### src/rtl/vbi_mask_pkg.sv
package vbi_mask_pkg;

    localparam int MASK_BITS  = 16;
    localparam int NTSC_FIRST = 10;
    localparam int PAL_FIRST  = 7;

    localparam int ADR_NTSC_BASE = 0;
    localparam int ADR_PAL_BASE  = 4;
    localparam int ADR_CTRL      = 8;

    typedef enum logic {STD_NTSC = 1'b0, STD_PAL = 1'b1} std_e;

    typedef struct packed {
        logic [MASK_BITS-1:0] odd;
        logic [MASK_BITS-1:0] even;
    } mask_pair_t;

    typedef struct packed {
        mask_pair_t ntsc;
        mask_pair_t pal;
        logic       ttx_en;
        logic       vbi_pass;
    } cfg_t;

    typedef struct packed {
        logic ped_en;
        logic ttx_win;
        logic vbi_blank;
    } line_flags_t;

    function automatic line_flags_t decode_flags(input int line, input logic odd,
                                                 input std_e std, input cfg_t cfg);
        line_flags_t          f;
        mask_pair_t           mp;
        logic [MASK_BITS-1:0] m;
        int                   first;
        int                   last;
        logic                 bit_set;
        mp      = (std == STD_PAL) ? cfg.pal : cfg.ntsc;
        m       = odd ? mp.odd : mp.even;
        first   = (std == STD_PAL) ? PAL_FIRST : NTSC_FIRST;
        last    = first + MASK_BITS - 1;
        bit_set = 1'b0;
        if (line >= first && line <= last)
            bit_set = m[4'(line - first)];
        f.ped_en    = (std == STD_NTSC) && !bit_set;
        f.ttx_win   = (std == STD_PAL) && cfg.ttx_en && bit_set;
        f.vbi_blank = !cfg.vbi_pass && (line >= 1) && (line <= last);
        return f;
    endfunction

endpackage

### src/rtl/vbi_reg_bank.sv
module vbi_reg_bank
    import vbi_mask_pkg::*;
#(
    parameter int ADDR_W = 4
) (
    input  logic              clk,
    input  logic              rst,
    input  logic              wr_en,
    input  logic [ADDR_W-1:0] wr_addr,
    input  logic [7:0]        wr_data,
    input  logic              commit,
    output cfg_t              cfg_nxt
);
    cfg_t shadow_q;
    cfg_t active_q;

    always_ff @(posedge clk) begin
        if (rst) begin
            shadow_q <= '0;
        end else if (wr_en) begin
            case (int'(wr_addr))
                ADR_NTSC_BASE + 0: shadow_q.ntsc.odd[7:0]   <= wr_data;
                ADR_NTSC_BASE + 1: shadow_q.ntsc.odd[15:8]  <= wr_data;
                ADR_NTSC_BASE + 2: shadow_q.ntsc.even[7:0]  <= wr_data;
                ADR_NTSC_BASE + 3: shadow_q.ntsc.even[15:8] <= wr_data;
                ADR_PAL_BASE + 0:  shadow_q.pal.odd[7:0]    <= wr_data;
                ADR_PAL_BASE + 1:  shadow_q.pal.odd[15:8]   <= wr_data;
                ADR_PAL_BASE + 2:  shadow_q.pal.even[7:0]   <= wr_data;
                ADR_PAL_BASE + 3:  shadow_q.pal.even[15:8]  <= wr_data;
                ADR_CTRL: begin
                    shadow_q.ttx_en   <= wr_data[0];
                    shadow_q.vbi_pass <= wr_data[1];
                end
                default: ;
            endcase
        end
    end

    always_ff @(posedge clk) begin
        if (rst)
            active_q <= '0;
        else if (commit)
            active_q <= shadow_q;
    end

    assign cfg_nxt = commit ? shadow_q : active_q;

    a_r10_no_midfield: assert property (@(posedge clk) disable iff (rst)
        !$past(commit) |-> $stable(active_q));

    a_r10_commit_shadow: assert property (@(posedge clk) disable iff (rst)
        commit |=> active_q == $past(shadow_q));
endmodule

### src/rtl/vbi_line_tracker.sv
module vbi_line_tracker #(
    parameter int LINE_W = 10
) (
    input  logic              clk,
    input  logic              rst,
    input  logic              line_start,
    input  logic              field_start,
    input  logic              field_odd,
    output logic [LINE_W-1:0] line_nxt,
    output logic              odd_nxt
);
    localparam logic [LINE_W-1:0] LINE_MAX = '1;

    logic [LINE_W-1:0] line_q;
    logic              odd_q;

    always_comb begin
        line_nxt = line_q;
        odd_nxt  = odd_q;
        if (field_start) begin
            line_nxt = LINE_W'(1);
            odd_nxt  = field_odd;
        end else if (line_start && line_q != LINE_MAX) begin
            line_nxt = line_q + 1'b1;
        end
    end

    always_ff @(posedge clk) begin
        if (rst) begin
            line_q <= '0;
            odd_q  <= 1'b0;
        end else begin
            line_q <= line_nxt;
            odd_q  <= odd_nxt;
        end
    end

    a_r2_restart: assert property (@(posedge clk) disable iff (rst)
        field_start |=> line_q == LINE_W'(1));

    a_r2_step: assert property (@(posedge clk) disable iff (rst)
        (line_start && !field_start && line_q != LINE_MAX) |=> line_q == $past(line_q) + 1'b1);

    a_r2_saturate: assert property (@(posedge clk) disable iff (rst)
        (!field_start && line_q == LINE_MAX) |=> line_q == LINE_MAX);

    a_r12_parity_hold: assert property (@(posedge clk) disable iff (rst)
        !field_start |=> $stable(odd_q));
endmodule

### src/rtl/vbi_line_mask.sv
module vbi_line_mask
    import vbi_mask_pkg::*;
#(
    parameter int ADDR_W = 4,
    parameter int LINE_W = 10
) (
    input  logic              clk,
    input  logic              rst,
    input  logic              wr_en,
    input  logic [ADDR_W-1:0] wr_addr,
    input  logic [7:0]        wr_data,
    input  logic              std_pal,
    input  logic              field_odd,
    input  logic              line_start,
    input  logic              field_start,
    output logic              ped_en,
    output logic              ttx_win,
    output logic              vbi_blank
);
    cfg_t              cfg_nxt;
    logic [LINE_W-1:0] line_nxt;
    logic              odd_nxt;
    line_flags_t       flags_q;
    logic              strobe;

    assign strobe = line_start | field_start;

    vbi_reg_bank #(.ADDR_W(ADDR_W)) u_bank (
        .clk     (clk),
        .rst     (rst),
        .wr_en   (wr_en),
        .wr_addr (wr_addr),
        .wr_data (wr_data),
        .commit  (field_start),
        .cfg_nxt (cfg_nxt)
    );

    vbi_line_tracker #(.LINE_W(LINE_W)) u_track (
        .clk         (clk),
        .rst         (rst),
        .line_start  (line_start),
        .field_start (field_start),
        .field_odd   (field_odd),
        .line_nxt    (line_nxt),
        .odd_nxt     (odd_nxt)
    );

    always_ff @(posedge clk) begin
        if (rst)
            flags_q <= '0;
        else if (strobe)
            flags_q <= decode_flags(int'(line_nxt), odd_nxt, std_e'(std_pal), cfg_nxt);
    end

    assign ped_en    = flags_q.ped_en;
    assign ttx_win   = flags_q.ttx_win;
    assign vbi_blank = flags_q.vbi_blank;

    a_r11_hold: assert property (@(posedge clk) disable iff (rst)
        (!$past(strobe) && !$past(rst)) |-> ($stable(ped_en) && $stable(ttx_win) && $stable(vbi_blank)));

    a_r5_ttx_pal_only: assert property (@(posedge clk) disable iff (rst)
        ($past(strobe) && ttx_win) |-> $past(std_pal));

    a_r3_ped_ntsc_only: assert property (@(posedge clk) disable iff (rst)
        ($past(strobe) && ped_en) |-> !$past(std_pal));

    a_r4_exclusive: assert property (@(posedge clk) disable iff (rst)
        $onehot0({ped_en, ttx_win}));
endmodule

### config.mk
export PLATFORM = sky130hd
export DESIGN_NAME = vbi_line_mask
export DESIGN_NICKNAME = d
export VERILOG_FILES = /design/src/rtl/vbi_mask_pkg.sv /design/src/rtl/vbi_reg_bank.sv /design/src/rtl/vbi_line_tracker.sv /design/src/rtl/vbi_line_mask.sv
export SDC_FILE = /design/constraint.sdc
export NUM_CORES = 1
export LEC_CHECK = 0
export ABC_AREA = 1
export BUFFER_PORTS_ARGS = -buffer_cell sky130_fd_sc_hd__buf_2
export CORE_ASPECT_RATIO = 1.75
export CORE_MARGIN = 2
export CORE_UTILIZATION = 55
export DETAILED_ROUTE_END_ITERATION = 10
export HOLD_SLACK_MARGIN = 0.1
export PLACE_DENSITY = 0.78
export SLEW_MARGIN = 0
export SYNTH_ARGS = -nofsm -noshare
export SYNTH_HDL_FRONTEND = slang
export SYNTH_SLANG_ARGS = --single-unit
### constraint.sdc
create_clock -name clk -period 3.26 [get_ports clk]
set_input_delay 0.326 -clock clk [delete_from_list [all_inputs] [get_ports clk]]
set_output_delay 0.326 -clock clk [all_outputs]
set_load 0.005 [all_outputs]
## Yosys cells after proc, flatten, opt, wreduce, memory -nomap -nowiden

Index checks and enable logic that the tools add are counted.

- Bits of input ports: 19
- Bits in registers: 146
- Output and inout port bits: 3
- Latch bits: 0
- Memories: 0
- RAM bits: 0
- Logic and storage cells: 72
- Memory bits (read-only): 0

- Multiply operators: 0
- Reductions and logical operators: 19
- Multiplexer cells: 13
- Shift-type cells: 0
- Equal/unequal tests: 9
- Order comparisons: 4
- $add $sub $neg: 4
- Div/mod/pow operators: 0
- Bitwise logic cells: 2

Operators by type and width:

| operator | count |
|---|---|
| 66-bit two-way mux | 1 |
| 32-bit two-way mux | 1 |
| 10-bit two-way mux | 2 |
| 2-bit AND reduction | 9 |
| 4-bit by 3-bit equality test with 1-bit output, second input constant | 4 |
| 16-bit two-way mux | 1 |
| 11-bit by 7-bit less-or-equal comparator with 1-bit output | 1 |
| 10-bit by 1-bit adder with 10-bit output, second input constant | 1 |
| 10-bit by 1-bit >= comparator with 1-bit output, second input constant | 1 |
| 10-bit by 4-bit >= comparator with 1-bit output | 1 |
| 10-bit inequality test, second input constant | 1 |
| 4-bit by 2-bit equality test with 1-bit output, second input constant | 2 |
| 1-bit logical AND | 7 |
| 6-bit by 1-bit subtractor with 7-bit output, second input constant | 1 |
| 4-bit by 5-bit adder with 6-bit output, second input constant | 1 |
| 4-bit by 6-bit < comparator with 1-bit output, second input constant | 1 |
| 1-bit two-way mux | 6 |
| 1-bit binary-select mux with 4-bit select | 1 |
| 4-bit by 1-bit equality test with 1-bit output, second input constant | 1 |
| 4-bit equality test, second input constant | 1 |
| 4-bit logical NOT | 1 |
| 4-bit two-way mux | 1 |
| 4-bit subtractor | 1 |
| 1-bit logical NOT | 2 |
| other kinds (2) | 2 |

## Logic depth before layout (Yosys ltp)

- Depth in word-level cells: 13
- Depth in mapped cells: 21
- Mapped depth without buffers: 21

## By module

A second synthesis with hierarchy kept.

- Cells, all modules: 1,096
- Area, all modules: 7,056.8 um^2

Modules (own cells, without submodules):

| module | cells each | area an instance (um^2) | instances |
|---|---|---|---|
| vbi_reg_bank | 748 | 5,149.9 | 1 |
| vbi_line_mask | 233 | 1,157.4 | 1 |
| vbi_line_tracker | 115 | 749.5 | 1 |

## Least setup slack after synthesis

No wires, ideal clock.

- Path type: register -> register
- Start: reg u_track.line_q[0]
- End: reg flags_q (netlist bit ped_en)
- Library setup time: 134 ps
- Path buffers: 1
- Arrival: 2,625 ps
- Path slack: 502 ps
- Stages on the path, launching flop included: 22
- Clock period less this slack: 2,758 ps
- Cell sequence: dfxtp_1 -> ha_1 -> inv_1 -> nor2_2 -> nand3_4 -> nand2_4 -> or2_2 -> nand3_1 -> inv_1 -> ha_1 -> clkbuf_1 -> clkinv_1 -> nand3_1 -> nand2_1 -> nand2_1 -> nand3_1 -> nand2_1 -> nand2_1 -> nand2_1 -> nand2_1 -> nand2_1 -> a21oi_1

- Longest elaborated chain between the ends: 13
- Elaborated cells on any way between the ends: 17
- Classes of those cells: 2 x add/sub; 2 x order compare; 1 x eq/ne; 8 x mux; 4 x reduce/logical

Ends and longest elaborated chain:

| what | line | source |
|---|---|---|
| start: declaration | vbi_line_tracker.sv:14 | `logic [LINE_W-1:0] line_q;` |
| start signal: assignment | vbi_line_tracker.sv:33 | `line_q <= line_nxt;` |
| branches (longest 2 deep; another with 10-bit by 1-bit adder with 10-bit output) | - |  |
| 10-bit two-way mux (*) | vbi_line_tracker.sv:23 | `end else if (line_start && line_q != LINE_MAX) begin` |
| 10-bit two-way mux (*) | vbi_line_tracker.sv:20 | `if (field_start) begin` |
| 4-bit subtractor | vbi_mask_pkg.sv:45 | `bit_set = m[4'(line - first)];` |
| 1-bit binary-select mux with 4-bit select | vbi_mask_pkg.sv:45 |  |
| 1-bit two-way mux (not written as such) (2 in a row) | vbi_mask_pkg.sv:45 |  |
| 1-bit two-way mux (*) | vbi_mask_pkg.sv:44 | `if (line >= first && line <= last)` |
| 1-bit two-way mux (*) | vbi_line_mask.sv:51 | `else if (strobe)` |
| 1-bit two-way mux (*) | vbi_line_mask.sv:49 | `if (rst)` |
| 1-bit logical NOT (*) | vbi_mask_pkg.sv:46 | `f.ped_en = (std == STD_NTSC) && !bit_set;` |
| 1-bit logical AND (*) | vbi_mask_pkg.sv:46 |  |
| end signal: assignment | vbi_line_mask.sv:52 | `flags_q <= decode_flags(int'(line_nxt), odd_nxt, std_e'(std_pal), cfg_nxt);` |
| end: declaration | vbi_line_mask.sv:23 | `line_flags_t flags_q;` |

Mark *: on every way between the ends. The select of a mux whose other input is x is not followed.
A chain may end at the register's enable or synchronous reset.

## Final worst setup path

Ends and elaborated chain as after synthesis.

==> impl_metrics.json <==
{
  "hold-path-endpoint": "u_bank.shadow_q[25]",
  "numPortBuffers": 21,
  "drc": 3,
  "dp_hpwl_um": 10900,
  "io_pins": 22,
  "cts_tree": "built",
  "failed_checks": "design-rule violations",
  "grt_pass1_vias": 5614,
  "start_util": 0.559,
  "peakVddDrop_mv": 0.414,
  "rows": 52,
  "postCtsHoldBufs": 0,
  "ys_seq_area_frac": 0.454,
  "tightest_slew_ns": 0.916,
  "path_clk_slew_ns": 0.06,
  "top_usage_layer": "met2",
  "finalCritPeriodShare": 0.918,
  "drive_above_1_share": 0.0953,
  "htree_levels": 4,
  "clockBufferDepth": 2,
  "place_congestion": 0.839,
  "min_path_type": "in -> reg",
  "mappedNetlistArea_um2": 6440,
  "placed_area_um2": 6520,
  "dieHeight_um": 147,
  "syn_inst": 912,
  "setup_viol": 0,
  "hold_viol": 0,
  "cts_made_buffers": 17,
  "ys_seq_elements": 146,
  "rsz0062_at_grt": "no",
  "synth_top_area_cell": "dfxtp_1",
  "diodes": 0,
  "hold_start": "wr_data[7]",
  "worstSetupPathType": "reg -> reg",
  "drv_cap": 0,
  "layout.nets": 936,
  "core_um2": 11500,
  "worstPathRequired_ns": 3.52,
  "p_int_mw": 3.06,
  "syn_area_per_cell_um2": 7.06,
  "r2r-end": "ped_en",
  "comb_power_share": 0.083,
  "relSlewSlack": 0.389,
  "grt_max_degree": 81,
  "use_met1": 0.315,
  "start_kind": "flop",
  "die_width_um": 85.8,
  "cts.sinks": 146,
  "p_switching_mw": 0.983,
  "use_met3": 0.0579,
  "synth_top_cell_area_share": 0.454,
  "synth_edf_count": 0,
  "vias": 5889,
  "grt_usage": 0.277,
  "antenna_found_initial": 0,
  "root_buffer": "clkbuf_16",
  "finalPower_mw": 4.04,
  "endpoint_kind": "flop",
  "die-area_um2": 12600,
  "fin_tns_setup_ns": 0,
  "syn_to_final_growth_pct": 10.2,
  "yosys_warnings": 0,
  "synth_cell_types": 34,
  "r2r_start": "u_track.line_q[0]",
  "whs_path_depth": 3,
  "crit_fanout": 10,
  "vias_per_cell": 5.57,
  "power_frac_seq": 0.453,
  "final_common_cell": "nand2_1",
  "drv_slew": 0,
  "routed_wl_um": 16700,
  "worstRegToRegCells": 20,
  "p_clk_frac": 0.464,
  "post_cts_buffers": 0,
  "netSwitchingFraction": 0.243,
  "leakagePower_nw": 3.02,
  "drt_first_pass_iters": 10,
  "gr-total-overflow": 0,
  "dr.first_iter.drc_count": 541,
  "wl_per_cell_um": 15.8,
  "fmax_ghz": 0.334,
  "synthFlopType": "dfxtp_1",
  "outcome": "finished with violations",
  "rrSetupSlack_ns": 0.27,
  "stdcell_area_um2": 7100,
  "synth_area_leaders": "dfxtp_1 45%, nand2_1 11%, nand3_1 10%, nor2_1 7.5%, a21oi_1 6.4%",
  "postRouteAntennaNets": 0,
  "layout_common_cells": "195 x nand2_1, 146 x dfxtp_1, 131 x nand3_1",
  "fin_crit_ns": 2.99,
  "grt_util_met2": 0.489,
  "power_density_nw_per_um2": 569,
  "synth-async-reset-ratio": 0,
  "cts.repair.resized": 0,
  "finalClockSkew_ns": 0.00514,
  "worstSkewPairLatency_ns": 0.42,
  "crit_arrival_ns": 3.26,
  "syn-num-nets": 938,
  "grt_pass1_wl_um": 27300
}
[sequential cells by signal, indices dropped and copies added (netlist names)]
name,cells
ped_en,1
u_track.line_q,10
u_bank.active_q,66
ttx_win,1
vbi_blank,1
u_bank.shadow_q,66
u_track.odd_q,1
[logic make-up (layout without fill, tap and decap cells)]
family                     count (synthesis)  in the layout  synth area share
AOI/OAI and AO/OA                        161            161             0.127
xor gates and xnor gates                   1              1           0.00136
adders and majority gates                  7              7            0.0136
buffers and inverters                    113            124            0.0789
DFF                                      146            146             0.454
muxes                                      1              1           0.00155
and+or+nand+nor                          483            483             0.324
[critical path, cell delays in order (launching register included)]
cell and delay [ns]:
dfxtp_1 0.33, ha_1 0.22, inv_1 0.11, nor2_2 0.07
nand3_4 0.10, nand2_4 0.10, or2_2 0.29, nand3_1 0.09
inv_1 0.08, ha_2 0.48, clkinvlp_4 0.26, nand3_1 0.14
nand2_1 0.07, nand2_1 0.06, nand3_1 0.07, nand2_1 0.08
nand2_1 0.05, nand2_1 0.08, nand2_1 0.06, nand2_1 0.05
a21oi_1 0.05
[how the worst max path moves through the flow]
stage	from	to	slack [ns]	cells after the start
global placement	u_track.line_q[0]	ped_en	0.32	20
finish	u_track.line_q[0]	ped_en	0.27	20
global route	u_track.line_q[1]	ped_en	0.04	20
detailed placement	u_track.line_q[0]	ped_en	0.16	20
floorplan	u_track.line_q[0]	ped_en	0.50	21
CTS	u_track.line_q[0]	ped_en	0.14	20
[layout make-up]
class,instances,area (um2)
Fill cell,1066,4420
Clock inverter,9,78.8
Timing Repair Buffer,31,180
Sequential cell,146,2920
Clock buffer,23,498
Multi-Input combinational cell,653,3010
Inverter,61,235
Tap cell,135,169
[through the flow]
| stage | instances | setup slack, ns | hold slack (ns) | utilization |
|---|---|---|---|---|
| 5_1_grt | 1058 | 0.0411 | 0.282 | 0.616 |
| 3_5_place_dp | 1026 | 0.160 | 0.437 | 0.566 |
| 3_3_place_gp | 1026 | 0.324 | 0.433 | 0.566 |
| 4_1_cts | 1058 | 0.143 | 0.271 | 0.616 |
| 6_report | 1058 | 0.266 | 0.288 | 0.616 |
| 2_1_floorplan | 912 | 0.502 | 0.424 | - |
[layer usage]
metal	vias to the layer above	routed length, um
li1	2976	-
met1	2699	6670
met5	-	0
met4	0	580
met3	38	807
met2	176	8660
[Yosys cell counts (2+ instances only)]
master / number
a21oi_1: 83
buf_1: 8
buf_2: 14
buf_6: 8
clkbuf_1: 21
clkinv_1: 4
dfxtp_1: 146
ha_1: 7
inv_1: 52
inv_2: 4
nand2_1: 195
nand2_2: 6
nand3_1: 131
nand3_2: 2
nand4_1: 6
nor2_1: 129
nor2_2: 4
nor2_4: 2
nor3_1: 2
o21ai_0: 72
o21bai_1: 3
[power groups by stage]
stage / clock [mW] / sequential, mW / combinational, mW
2_1_floorplan: 0 / 1.87 / 0.242
6_report: 1.87 / 1.83 / 0.336
5_1_grt: 1.96 / 1.83 / 0.372
3_5_place_dp: 0 / 1.87 / 0.327
3_3_place_gp: 0 / 1.87 / 0.323
4_1_cts: 1.89 / 1.83 / 0.330
Note: power is estimated with default switching activity, not from simulation.
